$ cat config.mk
export PLATFORM = sky130hd
export DESIGN_NAME = disconnect_supervisor
export DESIGN_NICKNAME = d
export VERILOG_FILES = /design/src/rtl/disc_pkg.sv /design/src/rtl/disc_qual_timer.sv /design/src/rtl/disc_port_sup.sv /design/src/rtl/disconnect_supervisor.sv
export SDC_FILE = /design/constraint.sdc
export NUM_CORES = 1
export LEC_CHECK = 0
export BUFFER_PORTS_ARGS = -buffer_cell sky130_fd_sc_hd__clkbuf_2
export CORE_AREA = 2 2 54 94
export CTS_CLUSTER_SIZE = 28
export DETAILED_ROUTE_END_ITERATION = 7
export DIE_AREA = 0 0 56 96
export MAX_ROUTING_LAYER = met4
export PLACE_DENSITY_LB_ADDON = 0.3
export SETUP_SLACK_MARGIN = 0.3
export SYNTH_ARGS = -nofsm -noshare
export SYNTH_HDL_FRONTEND = slang
export SYNTH_SLANG_ARGS = --single-unit
$ cat constraint.sdc
create_clock -name clk -period 2.2 [get_ports clk]
set_clock_uncertainty 0.2 [all_clocks]
set_input_delay 0.22 -clock clk [delete_from_list [all_inputs] [get_ports clk]]
set_output_delay 0.22 -clock clk [all_outputs]
set_load 0.02 [all_outputs]
$ cat src/rtl/disc_pkg.sv
package disc_pkg;

  typedef struct packed {
    logic powered;
    logic dc_en;
    logic ac_en;
    logic dc_low;
    logic ac_low;
  } disc_port_in_t;

endpackage

$ cat src/rtl/disc_qual_timer.sv
module disc_qual_timer #(
  parameter int LIMIT = 8
) (
  input  logic clk,
  input  logic rst_n,
  input  logic arm,
  input  logic low,
  output logic qualified
);

  localparam int CNT_W = (LIMIT < 1) ? 1 : $clog2(LIMIT + 1);
  localparam logic [CNT_W-1:0] LIM_V = CNT_W'(LIMIT);

  logic [CNT_W-1:0] cnt_q;
  logic [CNT_W-1:0] cnt_d;
  logic             cnt_en;
  logic             run;
  logic             at_lim;

  always_comb begin
    run    = arm & low;
    at_lim = (cnt_q == LIM_V);
    if (run) begin
      cnt_d  = at_lim ? cnt_q : cnt_q + 1'b1;
      cnt_en = ~at_lim;
    end else begin
      cnt_d  = '0;
      cnt_en = (cnt_q != '0);
    end
    // the current sample completes the run once LIMIT earlier samples are in
    qualified = run & at_lim;
  end

  always_ff @(posedge clk or negedge rst_n) begin
    if (!rst_n) begin
      cnt_q <= '0;
    end else if (cnt_en) begin
      cnt_q <= cnt_d;
    end
  end

endmodule

$ cat src/rtl/disc_port_sup.sv
module disc_port_sup
  import disc_pkg::*;
#(
  parameter int DC_CYCLES = 8,
  parameter int AC_CYCLES = 12
) (
  input  logic          clk,
  input  logic          rst_n,
  input  disc_port_in_t pin,
  output logic          off_req
);

  logic dc_gone;
  logic ac_gone;
  logic fire;
  logic fired_q;
  logic fired_d;
  logic req_d;
  logic req_q;

  disc_qual_timer #(.LIMIT(DC_CYCLES)) u_dc_timer (
    .clk       (clk),
    .rst_n     (rst_n),
    .arm       (pin.powered & pin.dc_en),
    .low       (pin.dc_low),
    .qualified (dc_gone)
  );

  disc_qual_timer #(.LIMIT(AC_CYCLES)) u_ac_timer (
    .clk       (clk),
    .rst_n     (rst_n),
    .arm       (pin.powered & pin.ac_en),
    .low       (pin.ac_low),
    .qualified (ac_gone)
  );

  always_comb begin
    // every enabled method must have lost the device; at least one enabled
    fire = pin.powered & (pin.dc_en | pin.ac_en)
         & (~pin.dc_en | dc_gone) & (~pin.ac_en | ac_gone);
    req_d   = fire & ~fired_q;
    fired_d = pin.powered & (fired_q | fire);
  end

  always_ff @(posedge clk or negedge rst_n) begin
    if (!rst_n) begin
      fired_q <= 1'b0;
      req_q   <= 1'b0;
    end else begin
      fired_q <= fired_d;
      req_q   <= req_d;
    end
  end

  assign off_req = req_q;

endmodule

$ cat src/rtl/disconnect_supervisor.sv
module disconnect_supervisor
  import disc_pkg::*;
#(
  parameter int N_PORTS   = 4,
  parameter int DC_CYCLES = 8,
  parameter int AC_CYCLES = 12
) (
  input  logic                   clk,
  input  logic                   rst_n,
  input  logic [2*N_PORTS-1:0]   dis_en,
  input  logic [N_PORTS-1:0]     dc_low,
  input  logic [N_PORTS-1:0]     ac_low,
  input  logic [N_PORTS-1:0]     powered,
  output logic [N_PORTS-1:0]     off_req
);

  disc_port_in_t port_in [N_PORTS];

  for (genvar g = 0; g < N_PORTS; g++) begin : g_port
    always_comb begin
      port_in[g].powered = powered[g];
      port_in[g].dc_en   = dis_en[g];
      port_in[g].ac_en   = dis_en[N_PORTS + g];
      port_in[g].dc_low  = dc_low[g];
      port_in[g].ac_low  = ac_low[g];
    end

    disc_port_sup #(
      .DC_CYCLES (DC_CYCLES),
      .AC_CYCLES (AC_CYCLES)
    ) u_sup (
      .clk     (clk),
      .rst_n   (rst_n),
      .pin     (port_in[g]),
      .off_req (off_req[g])
    );
  end

endmodule

* Word level (Yosys, flattened, before mapping)
Index checks and enable logic that the tools add are counted.
** Word-level totals
- Bits of input ports :: 22
- Flip-flop bits (word level) :: 40
- Output and inout port bits :: 4
- Logic and storage cells :: 160
** Operators by class
- Muxes and demuxes :: 24
- Bitwise gates (word level) :: 80
- Add/sub/neg operators :: 8
- Reduce and logical (&&, ||, !) cells :: 16
- Equal/unequal tests :: 16
** Operators with widths (count)
- 4-bit 2-to-1 mux :: 16
- 1-bit AND :: 44
- 4-bit by 1-bit adder with 4-bit output (second input constant) :: 8
- 4-bit == test (second input constant) :: 8
- 4-bit nonzero test :: 8
- 1-bit NOT :: 20
- 2-bit != test (second input constant) :: 8
- 1-bit bitwise OR :: 16
- 2-bit AND reduction :: 8
- 1-bit 2-to-1 mux :: 8

* Logic depth before layout (Yosys ltp)
Gate-level depths: netlist (run 1).
- Word-level depth :: 8
- Depth in mapped cells :: 5

* Cells and area by module
From an unflattened synthesis (run 1), not the netlist that was laid out.
** Second synthesis, totals
- Cells, all modules :: 252
- Area, all modules :: 2407.3 um2
** Modules (own cells, without submodules)
- disc_qual_timer (g_port[0].u_sup.u_dc_timer ...) :: instances 4, area each 244.0 um2, cells each 24, seq. area each 100.1 um2
- disc_qual_timer (g_port[0].u_sup.u_ac_timer ...) :: instances 4, area each 242.7 um2, cells each 28, seq. area each 100.1 um2
- disc_port_sup :: instances 4, area each 115.1 um2, cells each 11, seq. area each 50.0 um2

* Worst setup path after synthesis (run 1)
No wires, ideal clock.
- Kind :: reg2reg
- From :: register g_port[3].u_sup.u_dc_timer.cnt_q[0]
- To :: register g_port[3].u_sup.req_q
- Stages on the path, launching flop included :: 6
- Path buffers :: 0
- Setup time :: 0.111 ns
- Slack :: 0.608 ns
- Data arrival time :: 1.281 ns
- Data required time :: 1.889 ns
- Cell sequence :: dfrtp_1 inv_1 ha_1 nor2b_2 nand4_1 a2111oi_2
** Between the ends
- Longest elaborated chain between the ends :: 6
** Ends and longest elaborated chain
- start: declaration :: line disc_qual_timer.sv:14 : logic [CNT_W-1:0] cnt_q;
- start signal: assignment :: line disc_qual_timer.sv:38 : cnt_q <= cnt_d;
- 4-bit == test :: line disc_qual_timer.sv:22 : at_lim = (cnt_q == LIM_V);
- 1-bit AND :: line disc_qual_timer.sv:31 : qualified = run & at_lim;
- 1-bit bitwise OR :: line disc_port_sup.sv:40 : & (~pin.dc_en | dc_gone) & (~pin.ac_en | ac_gone);
- 1-bit AND (2 in a row) :: line disc_port_sup.sv:40
- 1-bit AND :: line disc_port_sup.sv:41 : req_d = fire & ~fired_q;
- net g_port[3].u_sup.req_d :: line disc_port_sup.sv:18 : logic req_d;
- end signal: assignment :: line disc_port_sup.sv:51 : req_q <= req_d;
- end: declaration :: line disc_port_sup.sv:19 : logic req_q;
The timed path passes the listed nets, and every way through them passes these cells.
A chain may end at the register's enable or synchronous reset.

* Worst setup path after layout (run 1)
Same ends and word-level chain as after synthesis.

==> summary by stage, run 1 <==
Run status
The flow ran to the end, and the final reports show no timing, DRC or antenna violations.

Clocking
The tree is rooted in a clkbuf_8. The insertion delay of the later-clocked pin in the worst-skew pair is 0.29 ns. The clock sink count is 40. The longest clock path from root to sink contains 2 buffers. The clock tree from TritonCTS is built. Clock-pin slew was measured on the worst setup and hold paths at 0.08 ns. The number of clock buffers added by TritonCTS is 5. After clock tree synthesis, the setup repair step added 0 buffers.

The CTS H-tree depth is 2.

Logic synthesis
In this run, synthesis inferred 0 flip-flops with an integrated enable. The post-synthesis area per instance is 9.89 µm². The Yosys step of the flow raised 0 warnings.

The fraction of synthesized cell area taken by the top area cell type is 43.2%. After synthesis, the netlist uses 32 different library cells. By instance count, the leading cell after synthesis is dfrtp_1. The cell count after synthesis is 234. The number of nets in the synthesized netlist is 272. The share of async-settable or async-resettable flops after synthesis is 100%.

The sequential fraction of the synthesis area is 43.2%. Yosys attributes the largest share of cell area to dfrtp_1 (43%), ha_1 (8.6%), inv_1 (4.5%). dfrtp_1 takes more of the synthesized area than any other cell.

In this run, synthesis produced a sequential element count of 40. After synthesis, the most frequently instantiated cells are dfrtp_1 (40), inv_1 (28), nand3_1 (19). The cell area after technology mapping is 2310 µm².

The most frequently used flop master after synthesis is dfrtp_1.

Critical path
STA puts the critical path data arrival time at 1.71 ns. The worst-case register-to-register setup slack is 0.47 ns. The start of the worst register-to-register path is g_port[3].u_sup.u_dc_timer.cnt_q[0]. For the worst setup path, the data required time is 2.18 ns. Together, buffers and inverters on the worst path number 1. The critical-path cell with the highest stage delay is dfrtp_1. The delay of the slowest cell on the worst path is 0.42 ns. The worst setup path is launched from a flip-flop. The capture point of the worst reg-to-reg path is g_port[3].u_sup.off_req.

Grouping stages by cell kind, the critical path spends the most delay in flip-flops. Measured in cells, the most critical reg-to-reg path has a length of 5. In this run the worst path has a maximum fanout of 5. The critical path is of the flip-flop to flip-flop type. The signal on the critical path passes through inv_1 > ha_1 > nor2b_2 > nand4_1 > a2111oi_2. STA classifies the critical path endpoint as a flip-flop.

Drt
After detailed routing, the number of remaining DRC violations is 0. The routed layout has 1808 vias. The ratio of routed vias to standard cells is 5.69. After detailed routing, the total wire length is 4120 µm. Before antenna repair, the detailed router went through 4 iterations. The post-detailed-route wirelength per cell is 12.9 µm. The iteration-0 DRC count of the detailed router is 57. The post-detailed-route count of antenna-violating nets is 0.

Hold path
The sink of the worst hold path is g_port[1].u_sup.u_ac_timer.cnt_q[3]. The startpoint of the most critical hold path is ac_low[1]. The worst hold-check path type is primary input to flip-flop. Along the worst hold path, the cell count comes to 3.

Place
The weighted congestion at the end of routability-driven global placement is 0.744. In this run the tool buffered the top-level ports with 25 buffer cells. The post-placement cell area is 2470 µm². The detailed placer's ending HPWL is 3010 µm.

Pwr
The power after layout is 2.26 mW. In this run the power density over the cells is 863 nW/µm². The leakage component of the power is 1.16 nW. The highest ir drop seen on vdd is 613 µV.

Timing
The transition time at the pin with the least slew margin is 0.504 ns. Headroom to the max-slew limit came out at 66.4%. Setup repair after global routing left no endpoint under its margin.

Setup total negative slack on the finished layout was measured at 0 ns. The count of final setup violators is 0. For this run, the top clock speed supported by timing is 0.578 GHz. The final critical path takes up 78.6% of the cycle. The number of max-slew violations in the final report came to 0. The final critical-path required period is 1.73 ns.

The final-report hold violation count is 0.

Floorplan
The die outline area is 5380 µm². The die is 96 µm tall. The initial utilization of the core area, before any placement, comes to 50.1%.

In this run the standard cell core region covers 4620 µm². The row count is 33. For this design the top-level I/O count stands at 26. From left edge to right edge, the die measures 56 µm.

Flow run
Across the run, the number of max-cap violations was 0.

Global routing
Across every metal layer, demand over resource in global routing totals 17.7%. The number of global-route vias before repair was 1773. The number of antenna violations at the first check in global routing was 0. The largest net degree at the start of global routing is 41. The wire length of the first global-routing pass is 7310 µm. The remaining global-route overflow is 0.

Finish
In the final design database the tool counted 303 nets. 0 antenna diodes ended up in the layout. The fill cell instance count of the final layout is 430. Of the cells placed in the final design, the portion with a size suffix greater than 1 is 17.7%. The share of the core filled with cells in the final layout is 56.6%. The post-route cell area is 2620 µm². The area growth from synthesis to layout is 13.1%.
layout make-up:
type,instances,area [µm²],area share (%)
clock buffer,6,82.6,3.15
inverter,28,105,4.01
sequential,40,1000,38.2
clock inverter,2,10.0,0.382
tap,52,65.1,2.48
multi-input combinational,158,1160,44.4
timing repair buffer,32,193,7.36
worst max path at each step:
stage,start,endpoint,slack (ns),cells past startpoint
floorplan,g_port[3].u_sup.u_dc_timer.cnt_q[0],g_port[3].u_sup.off_req,0.61,5
global placement,g_port[1].u_sup.u_dc_timer.cnt_q[0],g_port[1].u_sup.off_req,0.54,5
detailed placement,g_port[0].u_sup.u_dc_timer.cnt_q[0],g_port[0].u_sup.off_req,0.49,5
CTS,g_port[0].u_sup.u_dc_timer.cnt_q[0],g_port[0].u_sup.off_req,0.47,5
global route,g_port[1].u_sup.u_dc_timer.cnt_q[0],g_port[1].u_sup.off_req,0.33,5
finish,g_port[3].u_sup.u_dc_timer.cnt_q[0],g_port[3].u_sup.off_req,0.47,5
cell families after synthesis:
group,share of synthesized area (%)
mux,0.865
fa+ha+maj,8.65
simple gates,18.0
buf+inv,6.54
xor+xnor,3.03
flops,43.2
compound gates,19.7
repair_timing:
item                                   in CTS  in global routing
resized for setup                           0                  0
endpoints found under the hold margin      44                  0
hold buffers                                6                  0
cell usage in the layout, fill, tap and decap left out, types with 5 or more instances in the layout:
master,netlist,final
nor2b_1,5,5
clkbuf_8,0,6
dlygate4sd3_1,0,6
a21oi_1,12,12
nor2_1,10,10
inv_1,28,28
nor3_1,8,8
a32o_1,8,8
dfrtp_1,40,40
nand3_1,19,19
xor2_1,8,8
nand2_1,10,10
clkbuf_2,1,25
ha_1,16,16
sequential cells by signal, summed over array words and instances (netlist names):
register,flops
g_port.u_sup.fired_q,4
g_port.u_sup.off_req,4
g_port.u_sup.u_ac_timer.cnt_q,16
g_port.u_sup.u_dc_timer.cnt_q,16
where the power goes:
part	total, mW	switching, mW	internal [mW]
Clock	0.505	0.255	0.250
Sequential	1.05	0.173	0.874
Combinational	0.708	0.366	0.342
Total	2.26	0.795	1.47
layer usage:
layer | global-route usage (%) | up-vias | wire, µm
met3 | 4.03 | 9 | 149
li1 | - | 906 | -
met4 | 8.53 | 0 | 90
met2 | 32.4 | 30 | 2150
met1 | 17.5 | 863 | 1720
met5 | - | - | 0
tightest hold or removal path, cell delays in order:
cell	delay, ns
clkbuf_2	0.09
nand3_2	0.10
nor3_1	0.06
per-stage QoR:
step,worst slack (ns),instances,hold slack [ns]
after floorplan,0.608,234,-0.276
final,0.471,318,0.0198
after CTS,0.474,318,0.00841
after detailed placement,0.493,304,0.112
after global routing,0.327,318,0.0184
after global placement,0.537,304,0.119
Power figures use the tool's default switching activity.
==> inputs of run 2 (changes only) <==
--- a/config.mk
+++ b/config.mk
@@ -5,11 +5,12 @@
 export SDC_FILE = /design/constraint.sdc
 export NUM_CORES = 1
 export LEC_CHECK = 0
+export ABC_AREA = 1
 export BUFFER_PORTS_ARGS = -buffer_cell sky130_fd_sc_hd__clkbuf_2
-export CORE_AREA = 2 2 54 94
+export CORE_AREA = 2 2 53 92
 export CTS_CLUSTER_SIZE = 28
 export DETAILED_ROUTE_END_ITERATION = 7
-export DIE_AREA = 0 0 56 96
+export DIE_AREA = 0 0 55 94
 export MAX_ROUTING_LAYER = met4
 export PLACE_DENSITY_LB_ADDON = 0.3
 export SETUP_SLACK_MARGIN = 0.3
==> constraint.sdc (replaced) <==
create_clock -name clk -period 1.67 [get_ports clk]
set_clock_uncertainty 0.2 [all_clocks]
set_input_delay 0.167 -clock clk [delete_from_list [all_inputs] [get_ports clk]]
set_output_delay 0.167 -clock clk [all_outputs]
set_load 0.02 [all_outputs]
==> summary by stage, run 2 <==
Run status
The flow ran to the end, but the final reports show violations. The checks that failed: hold timing.

Clocking
The insertion delay of the later-clocked pin in the worst-skew pair is 0.30 ns. The clock tree from TritonCTS is built. The deepest clock path buffer count is 2. The tree is rooted in a clkbuf_8. The number of buffers created by CTS is 5. The clock net in this run drives a total of 40 sinks. The clock edge transition at the registers on the reported setup and hold paths is 0.09 ns. The CTS H-tree depth is 2.

Logic synthesis
The cell count after synthesis is 274. The cell taking the most area after synthesis is dfrtp_1. In this run the biggest area consumer among cell types represents 44.6% of the synthesized area. Synthesis produced a netlist with a net count of 312. The synthesized design contains 0 enable-type register cells.

The number of distinct standard cells referenced by the synthesized netlist is 22. The synthesized netlist devotes 4.29% of its cell area to XOR and XNOR gates. The sequential fraction of the synthesis area is 44.6%.

By area, the combinational part of the netlist is dominated by simple AND/OR/NAND/NOR gates. The share of async-settable or async-resettable flops after synthesis is 100%. The most frequently used flop master after synthesis is dfrtp_1. Sorting the synthesized cells by area gives the leading types as dfrtp_1 (45%), nand2_1 (9.4%), ha_1 (8.9%). The adder and majority gate portion of the synthesized area is 8.91%. The post-synthesis register bit count is 40.

The average instance in the mapped netlist occupies 8.20 µm². The mapped netlist covers 2250 µm². The multiplexer fraction of the synthesized cell area is 0%. Ranked by instance count, the synthesized netlist is headed by nand2_1 (56), inv_1 (46), dfrtp_1 (40). The post-synthesis simple-gate area fraction is 21.8%. The most frequent cell after synthesis is nand2_1. Summing the areas of all compound-gate instances in the mapped netlist gives 10.8% of the synthesized area. The warning count from the yosys run is 0.

Drt
The post-detailed-route wirelength per cell is 13.2 µm. Dividing the detail-routed via count by the number of cells gives 5.05. The remaining design rule violation count is 0. In this run the remaining antenna-violating nets after routing total 0. The iteration-0 DRC count of the detailed router is 38. In the final routing, the length of wire on met1 measures 2030 µm. The detailed-routed wire length on met3 is 151 µm. The detailed router placed 2061 vias in this run. The total detailed-routing wirelength is 5380 µm. After detailed routing, the met2 layer carries 3050 µm of wire. The first TritonRoute pass finished after 4 iterations. The uppermost layer routed is met4.

Global routing
The number of antenna violations at the first check in global routing came to 0. For this run, the total global-route usage over all layers was measured as 21.1%. The number of global-route vias before repair was 1986.

Entering global routing, the biggest net connects 41 pins. The wire length of the first global-routing pass is 7700 µm. After global routing the overflow that remains totals 0.

Finish
The number of nets at the end of the flow is 394. The final cell count without fillers is 408. Of the cells placed in the final design, the portion with a size suffix greater than 1 is 43.4%. The number of antenna diodes in the final layout is 0. The top cell types in the final layout, fill and taps aside, are nand2_1 (40), dfrtp_1 (40), buf_4 (36). In the final layout, the registers with the most flip-flops are g_port.u_sup.u_ac_timer.cnt_q (16), g_port.u_sup.u_dc_timer.cnt_q (16). The growth of design area from synthesis to finish is 45.1%.

Critical path
The maximum net fanout on the critical path is 3. The sort of element at the start of the critical path is a flip-flop. The start point of the critical path is g_port[3].u_sup.u_ac_timer.cnt_q[1]. The kind of capture point of the worst setup path is a flip-flop. Data on the critical path is required at its endpoint by 1.71 ns. The critical path is of the flip-flop to flip-flop type. The start of the worst register-to-register path is g_port[3].u_sup.u_ac_timer.cnt_q[1]. For the worst setup path, the data arrival time is 1.50 ns.

Timing
The sum of negative setup slack is 0 ns. The worst pin sits at a relative slew slack of 64.7%. Derived from the worst setup path, the maximum achievable clock frequency is 0.685 GHz. The final critical-path required period is 1.46 ns. The number of max-slew violations in the final report came to 0. The share of the cycle needed by the critical path after routing is 87.4%.

Setup repair after global routing could not meet its margin everywhere. Hold timing on the final database bottoms out at a slack of -0.0134 ns. Setup violations remaining at the end of the flow were counted as 0. The final-report hold violation count was 2. The transition time at the pin with the least slew margin is 0.530 ns.

Flow run
The number of max-cap violations is 0.

Hold path
The worst hold-check path type is primary input to flip-flop. In this run the most critical hold path is launched from dis_en[4].

Floorplan
The starting density of the core is 51.0%. The placeable core area is 4400 µm². The width of the die is 55 µm. 26 I/O pins were placed. The die outline area is 5170 µm². The die outline height is 94 µm. The row count is 32.

Place
The count of buffers inserted at the top-level ports is 25. Routability-driven placement finished with a final weighted congestion of 0.761. Counting tap cells, the placed design contains a total of 347 instances. The detailed placer's ending HPWL is 2920 µm.

Pwr
The highest ir drop seen on vdd is 900 µV. Summed over all cells, the static leakage comes to 1.60 nW. For this design the ratio of total power to cell area is 1290 nW/µm².
[run 2: routing by layer]
metal	GRT usage (%)	vias up
li1	-	1025
met1	19.8	981
met2	38.4	41
met3	4.94	14
met4	8.74	0
met5	-	-
[run 2: power breakdown]
part | internal (mW) | total, mW | switching (mW)
Clock | 0.528 | 0.888 | 0.360
Sequential | 1.16 | 1.32 | 0.152
Combinational | 1.06 | 2.01 | 0.948
Total | 2.75 | 4.21 | 1.46
[run 2: layout make-up]
class	count	area [µm²]
Timing Repair Buffer	79	577
Sequential cell	40	1000
Clock buffer	7	96.3
Multi-Input combinational cell	180	1300
Clock inverter	1	30.0
Tap cell	51	63.8
Fill cell	316	1150
Inverter	50	188
[run 2: worst paths after layout]
| kind | slack (ns) | depth (start not counted) | to |
|---|---|---|---|
| min in group asynchronous | 0.25 | 3 | g_port[0].u_sup.u_dc_timer.cnt_q[3] |
| max | 0.21 | 8 | g_port[3].u_sup.fired_q |
| max in group asynchronous | 0.63 | 3 | g_port[1].u_sup.u_dc_timer.cnt_q[0] |
| min | -0.01 | 4 | g_port[0].u_sup.off_req |
| min reg2reg | 0.22 | 1 | g_port[1].u_sup.off_req |
| max reg2reg | 0.21 | 8 | g_port[3].u_sup.fired_q |
[run 2: repair_timing]
action                                  4_1_cts  5_1_grt
gates resized for setup                      29       54
endpoints found under the hold margin        53        0
pin swaps                                    18       28
hold buffers                                 17        0
endpoints found under the setup margin       18       26
setup buffers                                23       13
[run 2: cells by family (layout without fill, tap and decap cells)]
kind of cell    count (synthesis)  after routing
xor+xnor                       11             11
fa+ha+maj                      16             16
simple gates                  109            109
buf+inv                        54            137
compound gates                 44             44
flops                          40             40
[run 2: through the flow]
step / total power, mW / util, % / setup slack (ns) / cell area (µm²) / hold WS [ns]
final: 4.21 / 74.0 / 0.210 / 3260 / -0.0134
after global routing: 4.47 / 74.0 / 0.116 / 3260 / 0.00185
after CTS: 3.71 / 68.2 / 0.239 / 3010 / 0.00497
after detailed placement: 2.33 / 55.5 / 0.193 / 2440 / 0.0569
after global placement: 2.28 / 55.5 / 0.200 / 2440 / 0.0594
after floorplan: 2.10 / - / 0.293 / 2280 / -0.329
[run 2: worst max-delay path, cell delays in order (launching register included)]
cell and delay (ns):
dfrtp_1 0.40, inv_2 0.09, ha_4 0.15, nand2_4 0.06, nor2_4 0.12, nand2_2 0.08, nand2_2 0.06, nand3_2 0.10
a21oi_2 0.14
